### config.mk
export PLATFORM = sky130hd
export DESIGN_NAME = ext_bus_arbiter
export DESIGN_NICKNAME = d
export VERILOG_FILES = /design/src/rtl/ext_bus_arbiter.sv
export SDC_FILE = /design/constraint.sdc
export NUM_CORES = 1
export LEC_CHECK = 0
export BUFFER_PORTS_ARGS = -buffer_cell sky130_fd_sc_hd__clkbuf_2
export CORE_AREA = 4 4 41 43
export CTS_BUF_LIST = sky130_fd_sc_hd__clkbuf_2
export DETAILED_ROUTE_END_ITERATION = 10
export DIE_AREA = 0 0 45 47
export GPL_TIMING_DRIVEN = 1
export PLACE_DENSITY = 0.77
export SLEW_MARGIN = 0
export SYNTH_ARGS = -nofsm -noshare
export SYNTH_HDL_FRONTEND = slang
export SYNTH_SLANG_ARGS = --single-unit
### constraint.sdc
create_clock -name clk -period 2.3 [get_ports clk]
set_clock_uncertainty 0.15 [all_clocks]
set_input_delay 0.46 -clock clk [delete_from_list [all_inputs] [get_ports clk]]
set_output_delay 0.46 -clock clk [all_outputs]
set_load 0.01 [all_outputs]
### src/rtl/ext_bus_arbiter.sv
module ext_bus_arbiter #(
  parameter int ADDR_W  = 32,
  parameter int LIM_BIT = 26
) (
  input  logic              clk,
  input  logic              rst_n,
  input  logic              req_n,
  input  logic              cyc_busy,
  input  logic              dma_req,
  input  logic              ext_as_n,
  input  logic              ext_uds_n,
  input  logic              ext_lds_n,
  input  logic [ADDR_W-1:1] ext_addr,
  input  logic              err_clr,
  output logic              grant_n,
  output logic              drv_oe,
  output logic              dtack_n,
  output logic              dma_gnt,
  output logic              err
);

  typedef enum logic [1:0] {S_IDLE, S_REL, S_OWN, S_DROP} st_t;

  st_t  state;
  logic req_s1, req_s2;
  logic as_s;
  logic dtack;
  logic turn_dma;

  wire owned     = (state == S_OWN);
  wire keep      = owned & req_s2;
  wire bad       = (|ext_addr[ADDR_W-1:LIM_BIT]) | ext_uds_n | ext_lds_n;
  wire strobe    = as_s & ~ext_as_n;
  wire ext_turn  = ~turn_dma | ~dma_req;
  wire ack_start = strobe & ~bad & ext_turn & ~dma_gnt;

  assign drv_oe  = (state == S_IDLE);
  assign grant_n = ~owned;
  assign dtack_n = ~dtack;

  // request synchronizer
  always_ff @(posedge clk or negedge rst_n)
    if (!rst_n) begin
      req_s1 <= 1'b0;
      req_s2 <= 1'b0;
    end else begin
      req_s1 <= ~req_n;
      req_s2 <= req_s1;
    end

  always_ff @(posedge clk or negedge rst_n)
    if (!rst_n) state <= S_IDLE;
    else
      case (state)
        S_IDLE:  if (req_s2 && !cyc_busy) state <= S_REL;
        S_REL:   state <= S_OWN;
        S_OWN:   if (!req_s2) state <= S_DROP;
        default: state <= S_IDLE;
      endcase

  always_ff @(posedge clk or negedge rst_n)
    if (!rst_n) begin
      as_s     <= 1'b0;
      dtack    <= 1'b0;
      turn_dma <= 1'b0;
      dma_gnt  <= 1'b0;
    end else begin
      as_s  <= ~ext_as_n;
      dtack <= keep & strobe & (dtack | ack_start);
      if (!owned) begin
        turn_dma <= 1'b0;
        dma_gnt  <= 1'b0;
      end else if (dma_gnt) begin
        if (!dma_req) begin
          dma_gnt  <= 1'b0;
          turn_dma <= 1'b0;
        end
      end else begin
        if (dtack && ext_as_n) turn_dma <= 1'b1;
        dma_gnt <= keep & dma_req & turn_dma & ~as_s & ext_as_n;
      end
    end

  always_ff @(posedge clk or negedge rst_n)
    if (!rst_n) err <= 1'b0;
    else if (owned && strobe && bad) err <= 1'b1;
    else if (err_clr) err <= 1'b0;

  p_one_master_r1: assert property (@(posedge clk) disable iff (!rst_n)
    !(drv_oe && !grant_n));

  p_wait_busy_r2: assert property (@(posedge clk) disable iff (!rst_n)
    (drv_oe && cyc_busy) |=> drv_oe);

  p_release_first_r3: assert property (@(posedge clk) disable iff (!rst_n)
    $fell(grant_n) |-> $past(!drv_oe));

  p_ack_owned_r4: assert property (@(posedge clk) disable iff (!rst_n)
    !dtack_n |-> (!grant_n && $past(!ext_as_n)));

  p_ack_legal_r6: assert property (@(posedge clk) disable iff (!rst_n)
    (!dtack_n && !ext_as_n) |-> !bad);

  p_dma_apart_r8: assert property (@(posedge clk) disable iff (!rst_n)
    dma_gnt |-> (dtack_n && !grant_n));

  p_reenable_gap_r9: assert property (@(posedge clk) disable iff (!rst_n)
    $rose(drv_oe) |-> $past(grant_n));

  p_err_sticky_r10: assert property (@(posedge clk) disable iff (!rst_n)
    (err && !err_clr) |=> err);

endmodule

==> results of run 1 <==
-- flip-flops by register name, indices dropped and copies added, names as in the netlist --
register  flops
turn_dma      1
req_s2        1
req_s1        1
dtack         1
state         2
err           1
as_s          1
dma_gnt       1
-- worst reg2reg max path: cells and delay by family (launching register included) --
family / cells / cell delay (ns)
flip-flops: 1 / 0.39
adder cells (fa/ha/maj): 1 / 0.33
AND/OR/NAND/NOR: 2 / 0.21
buffers and inverters: 1 / 0.09
multiplexers: 1 / 0.32
-- worst max path at each step --
stage / startpoint / endpoint / depth (start not counted)
2_1_floorplan: state[0] / state[1] / 5
3_3_place_gp: state[0] / state[1] / 5
3_5_place_dp: state[0] / state[1] / 5
4_1_cts: state[0] / grant_n / 4
5_1_grt: state[0] / grant_n / 4
6_report: state[0] / grant_n / 4
-- area by class of cell --
cell class / instances / area (sq um)
inverter: 8 / 30.03
fill: 133 / 726.9
clock buffer: 4 / 20.02
timing repair buffer: 20 / 105.1
sequential: 9 / 225.2
tap: 15 / 18.77
multi-input combinational: 25 / 175.2
-- Yosys cell counts --
library cell  instances  area [sq um]
a21oi_1               3         15.01
a32o_1                1         10.01
a41oi_1               1         8.760
and2_1                1         6.260
dfrtp_1               9         225.2
ha_1                  2         25.02
inv_1                 8         30.03
mux2_1                1         11.26
nand2_1               4         15.01
nand3_1               1         5.000
nand4b_1              1         8.760
nor2_1                3         11.26
nor2b_1               1         6.260
nor3b_2               1         12.51
nor4_2                2         25.02
o21ai_0               3         15.01
-- metal layers --
metal  global-route usage [%]  wire length (um)  share of wire, %  vias to the layer above
met4                    7.018                14               1.5                        0
met1                    12.65               364                40                      163
met5                        0                 0                 0                        -
met3                    2.299               102                11                        2
li1                         -                 -                 -                      190
met2                    14.12               437                48                       19
-- power by group through the flow --
stage	Combinational [mW]	Sequential [mW]	Clock, mW
after global routing	0.212	0.204	0.109
after floorplan	0.117	0.202	0
after CTS	0.185	0.200	0.102
after detailed placement	0.182	0.203	0
final	0.183	0.200	0.101
after global placement	0.175	0.201	0
-- kinds of logic after synthesis --
| group | count (synthesis) | share of synthesized area (%) |
|---|---|---|
| DFF | 9 | 52.33 |
| and+or+nand+nor | 14 | 20.93 |
| muxes | 1 | 2.616 |
| buffers and inverters | 8 | 6.977 |
| AOI/OAI and AO/OA | 8 | 11.34 |
| adders and majority gates | 2 | 5.813 |
-- cell usage in the layout, fill, tap and decap left out --
cell type / n
clkbuf_2: 23
dfrtp_1: 9
inv_1: 8
nand2_1: 4
a21oi_1: 3
nor2_1: 3
o21ai_0: 3
nor4_2: 2
ha_1: 2
nand4b_1: 1
nor2b_1: 1
nand3_1: 1
a41oi_1: 1
a32o_1: 1
nor3b_2: 1
mux2_1: 1
and2_1: 1
dlygate4sd3_1: 1
==> run summary, run 1 <==
status = finished clean
Worst EP arrival = 1.26 ns
crit path capture type = primary output
worst hold path startpoint = req_n
remaining antenna violation count = 0
combinational power share = 37.9%
DR vias = 374
die span in x = 45 um
Syn-to-layout area delta = 33.43%
Worst Hold Path EP = req_s1
first-pass GRT wire length = 1455 um
Peak VDD IR = 0.0004892 V
total track usage = 9.737%
Leakage = 0.2997 nW
crit path kind = reg2out
internal power = 0.3110 mW
first drt pass iteration count = 3
Die Span Y = 47 um
Synth Register Bits = 9
Tot Pwr = 0.4845 mW
Hold Path Cell Cnt = 2
P_sw = 0.1735 mW
worst reg2reg path depth = 5
R2R Path End = state[1]
CP Buf/Inv Count = 3
Least-Margin Pin Slew = 0.2990 ns
Core ar. = 1301 sq um
post-route cell area = 574.3 sq um
dpl hpwl = 760.2 um
unrepaired setup endpoints after global routing = false
Crit path max-delay family = flip-flops
Fin. Hold Viols = 0
Synth warnings = 0
CTS root buf = clkbuf_2
CP startpoint kind = flop
CTS max path bufs = 2
clk slew on worst S/H paths = 0.09 ns
pin count of the biggest net entering global routing = 10
Worst-Skew Late Latency = 0.24 ns
min setup slack post-route = 0.4287 ns
min Tclk post-route = 1.871 ns
RD Place Congestion = 0.6991
post_cts resized = 0
initial antenna violation count = 0
Remaining Overflow, GRT = 0
H-tree lvl count = 1
clock sinks = 9
period utilisation layout = 81.36%
final setup TNS = 0 ns
CP peak stage delay = 0.39 ns
Slew Limit Headroom = 80.07%
Clock Power Share = 20.8%
I/O Pins = 45
Fmax = 534.4 MHz
Final Max Tran Viols = 0
sequential share of the synthesized area = 52.33%
syn_nets = 84
pre-CTS setup slack = 0.7094 ns
CP dominant cell by count = inv_1
Switching Share = 35.82%
setup violators final = 0
area post-placement = 544.3 sq um
CTS hold repair buffers = 1
utilization after layout = 44.13%
# DRC = 0
Inst Count DP = 76
vias in the first global route = 366
Critical Path RT = 1.69 ns
syn_area_per_cell = 10.25 sq um
non-filler cells, final = 81
Slowest cell on crit path = dfrtp_1
final wirelength = 920 um
TritonCTS clock tree = built
worst min path class = in2reg
Ant. Diodes = 0
full die area = 2115 sq um
sequential power share = 41.4%
fraction of layout cells with a size suffix above 1 = 39.39%
Critical R2R Launch = state[0]
Max Cap Viol = 0
post-synth design cell area = 430.4 sq um
PD cells = 843.6 nW/um^2
WL per Instance = 11.36 um
number of setup buffers added after CTS = 0
DRT iter0 DRCs = 1
Fin Hold WS = 0.1940 ns
DR vias/cell = 4.617
Initial Utilization = 33.08%
Final nets = 109
CP max FO = 8
FP Rows = 13
CP cell instances = inv_1 > ha_1 > inv_1 > clkbuf_2
Port Buffers = 19
Synth Instances = 42
CTS Buf Count = 3
Synth cell types = 16
R2R Setup Slk = 0.69 ns
Note: power is estimated with default switching activity, not from simulation.
==> run 2: changes to the inputs <==
ABC_AREA = 1   (was unset)
PLACE_DENSITY = 0.76   (was 0.77)
clock period = 1.83 ns   (was 2.3 ns; I/O delays follow)
==> run 2 against run 1 <==
  * Die area unchanged
  * Power up 25%
  * First-iteration DRC count up 100%
  * Register-to-register slack worse by 0.24 ns
==> run summary, run 2 <==
initial antenna violation count = 0 (unchanged)
status = finished clean
WL per Instance = 9.575 um (-16%)
Clock Power Share = 20.8% (about the same)
setup violators final = 0 (unchanged)
RD Place Congestion = 0.7081 (+1.3%)
internal power = 0.3850 mW (+24%)
syn_area_per_cell = 8.680 sq um (-15%)
P_sw = 0.2207 mW (+27%)
DRT iter0 DRCs = 2 (+1)
clock sinks = 9 (unchanged)
FP Rows = 13 (unchanged)
sequential power share = 40.7% (-0.7 points)
final setup TNS = 0 ns (unchanged)
min Tclk post-route = 1.725 ns
Die Span Y = 47 um (unchanged)
Leakage = 0.3024 nW (+0.92%)
share of flip-flops with an asynchronous set or reset = 100.0% (unchanged)
number of synthesized flops with an enable pin = 0 (unchanged)
Yosys top cell area share = 54.05% (+1.7 points)
Least-Margin Pin Slew = 0.2585 ns (-0.04053 ns)
Final Max Tran Viols = 0 (unchanged)
total track usage = 8.612% (-1.1 points)
period utilisation layout = 94.26%
Peak VDD IR = 0.0004461 V (-8.8%)
Fin. Hold Viols = 0 (unchanged)
combinational power share = 38.5% (+0.6 points)
Slew Limit Headroom = 82.77% (+2.7 points)
remaining antenna violation count = 0 (unchanged)
DR vias/cell = 4.379 (-5.2%)
CP startpoint kind = flop
Ant. Diodes = 0 (unchanged)
largest cells by area after synthesis = dfrtp_1 54%, inv_1 8.1%, nor2_1 7.2%
Port Buffers = 19 (unchanged)
Switching Share = 36.43% (+0.62 points)
sequential share of the synthesized area = 54.05% (+1.7 points)
crit path kind = reg2out
DR vias = 381 (+1.9%)
Initial Utilization = 32.02% (-1.1 points)
area leader, netlist = dfrtp_1
ys flop type = dfrtp_1
dpl hpwl = 689.5 um (-9.3%)
max FFs per register = 2 (unchanged)
post_cts resized = 0 (unchanged)
Critical Path RT = 1.31 ns (-0.38 ns)
vias in the first global route = 335 (-8.5%)
most common cell after layout, fill and taps aside = clkbuf_2
final wirelength = 833 um (-9.5%)
Remaining Overflow, GRT = 0 (unchanged)
syn_nets = 90 (+7.1%)
first drt pass iteration count = 2 (-1)
H-tree lvl count = 1 (unchanged)
Synth Register Bits = 9 (unchanged)
Synth cell types = 13 (-3)
PD cells = 1081 nW/um^2 (+28%)
Worst EP arrival = 1.21 ns (-0.05 ns)
Fmax = 579.7 MHz
CTS Buf Count = 3 (unchanged)
Syn-to-layout area delta = 34.53%
clk slew on worst S/H paths = 0.09 ns (about the same)
CP max FO = 7 (-1)
crit path capture type = primary output
Most flops, register = state
die span in x = 45 um (unchanged)
commonest non-fill, non-tap cells in the layout = 23 x clkbuf_2, 9 x inv_1, 9 x dfrtp_1
pin count of the biggest net entering global routing = 10 (unchanged)
unrepaired setup endpoints after global routing = false
Synth warnings = 0 (unchanged)
Max Cap Viol = 0 (unchanged)
Synth Instances = 48 (+14%)
post-synth design cell area = 416.7 sq um (-3.2%)
TritonCTS clock tree = built
top post-synthesis cells by count = 9 x dfrtp_1, 9 x inv_1, 8 x nor2_1
utilization after layout = 43.08% (-1.1 points)
# DRC = 0 (unchanged)
full die area = 2115 sq um (unchanged)
I/O Pins = 45 (unchanged)
Worst-Skew Late Latency = 0.24 ns (about the same)
worst min path class = in2reg
Core ar. = 1301 sq um (unchanged)
CTS root buf = clkbuf_2
fraction of layout cells with a size suffix above 1 = 34.72% (-4.7 points)
Final nets = 115 (+5.5%)
CTS max path bufs = 2 (unchanged)
first-pass GRT wire length = 1304 um (-10%)
run 2: cell types whose count changed in the layout (fill, tap and decap cells not counted), sizes merged, moves of 2 or more:
cell / previous run / this run
nor4: 2 / 0
nand2: 4 / 7
nand3: 1 / 3
nor2: 3 / 8
run 2: final cells by class:
cell class | count | area (sq um)
inverters | 9 | 33.78
clock buffers | 4 | 20.02
flip-flops and latches | 9 | 225.2
repair buffers | 20 | 105.1
well taps | 15 | 18.77
multi-input cells | 30 | 157.7
fillers | 138 | 740.7
run 2: per-layer routing:
layer / share of wire (%) / vias to the layer above / global-route usage, %
met4: 0 / 0 / 7.018
met1: 45 / 169 / 10.28
met3: 7.9 / 0 / 2.299
met5: 0 / - / 0
li1: - / 202 / -
met2: 47 / 10 / 12.99
run 2: metrics by stage:
step	setup slack [ns]	cells	hold slack [ns]	area (sq um)	total power, mW
after global placement	0.3945	82	0.08009	530.5	0.4722
after detailed placement	0.3778	82	0.08907	530.5	0.4829
after CTS	0.08330	87	0.09310	560.5	0.6144
final	0.1051	87	0.09906	560.5	0.6057
after floorplan	0.5435	48	-0.07959	416.7	0.4044
after global routing	0.009104	87	0.1222	560.5	0.6428
run 2: power groups by stage:
stage / registers [mW] / clock network (mW) / logic, mW
finish: 0.246 / 0.126 / 0.233
global route: 0.249 / 0.135 / 0.258
CTS: 0.247 / 0.132 / 0.236
detailed placement: 0.251 / 0 / 0.232
global placement: 0.249 / 0 / 0.223
floorplan: 0.251 / 0 / 0.153
run 2: logic make-up after synthesis:
family                     Yosys count  share of synthesized area (%)
and+or+nand+nor                     20                          21.62
AOI/OAI and AO/OA                    8                          10.21
adders and majority gates            2                          6.005
DFF                                  9                          54.06
buffers and inverters                9                          8.108
run 2: critical path, stage by stage, from the launching register on:
cell and delay (ns):
dfrtp_1 0.36, inv_1 0.10, ha_1 0.31, inv_1 0.07, clkbuf_2 0.13
run 2: worst paths after layout:
path                       slack [ns]      from  depth (start not counted)        to
min in group asynchronous        0.35     rst_n                          2      as_s
min                               0.1     req_n                          2    req_s1
max                              0.11  state[0]                          4   grant_n
min reg2reg                      0.21    req_s1                          0    req_s2
max in group asynchronous        0.98     rst_n                          2  turn_dma
max reg2reg                      0.45  state[0]                          5  turn_dma
run 2: what timing repair did:
item,in CTS,in global routing
setup endpoints to repair,0,0
buffers inserted,0,0
endpoints found under the hold margin,9,0
hold buffers,1,0
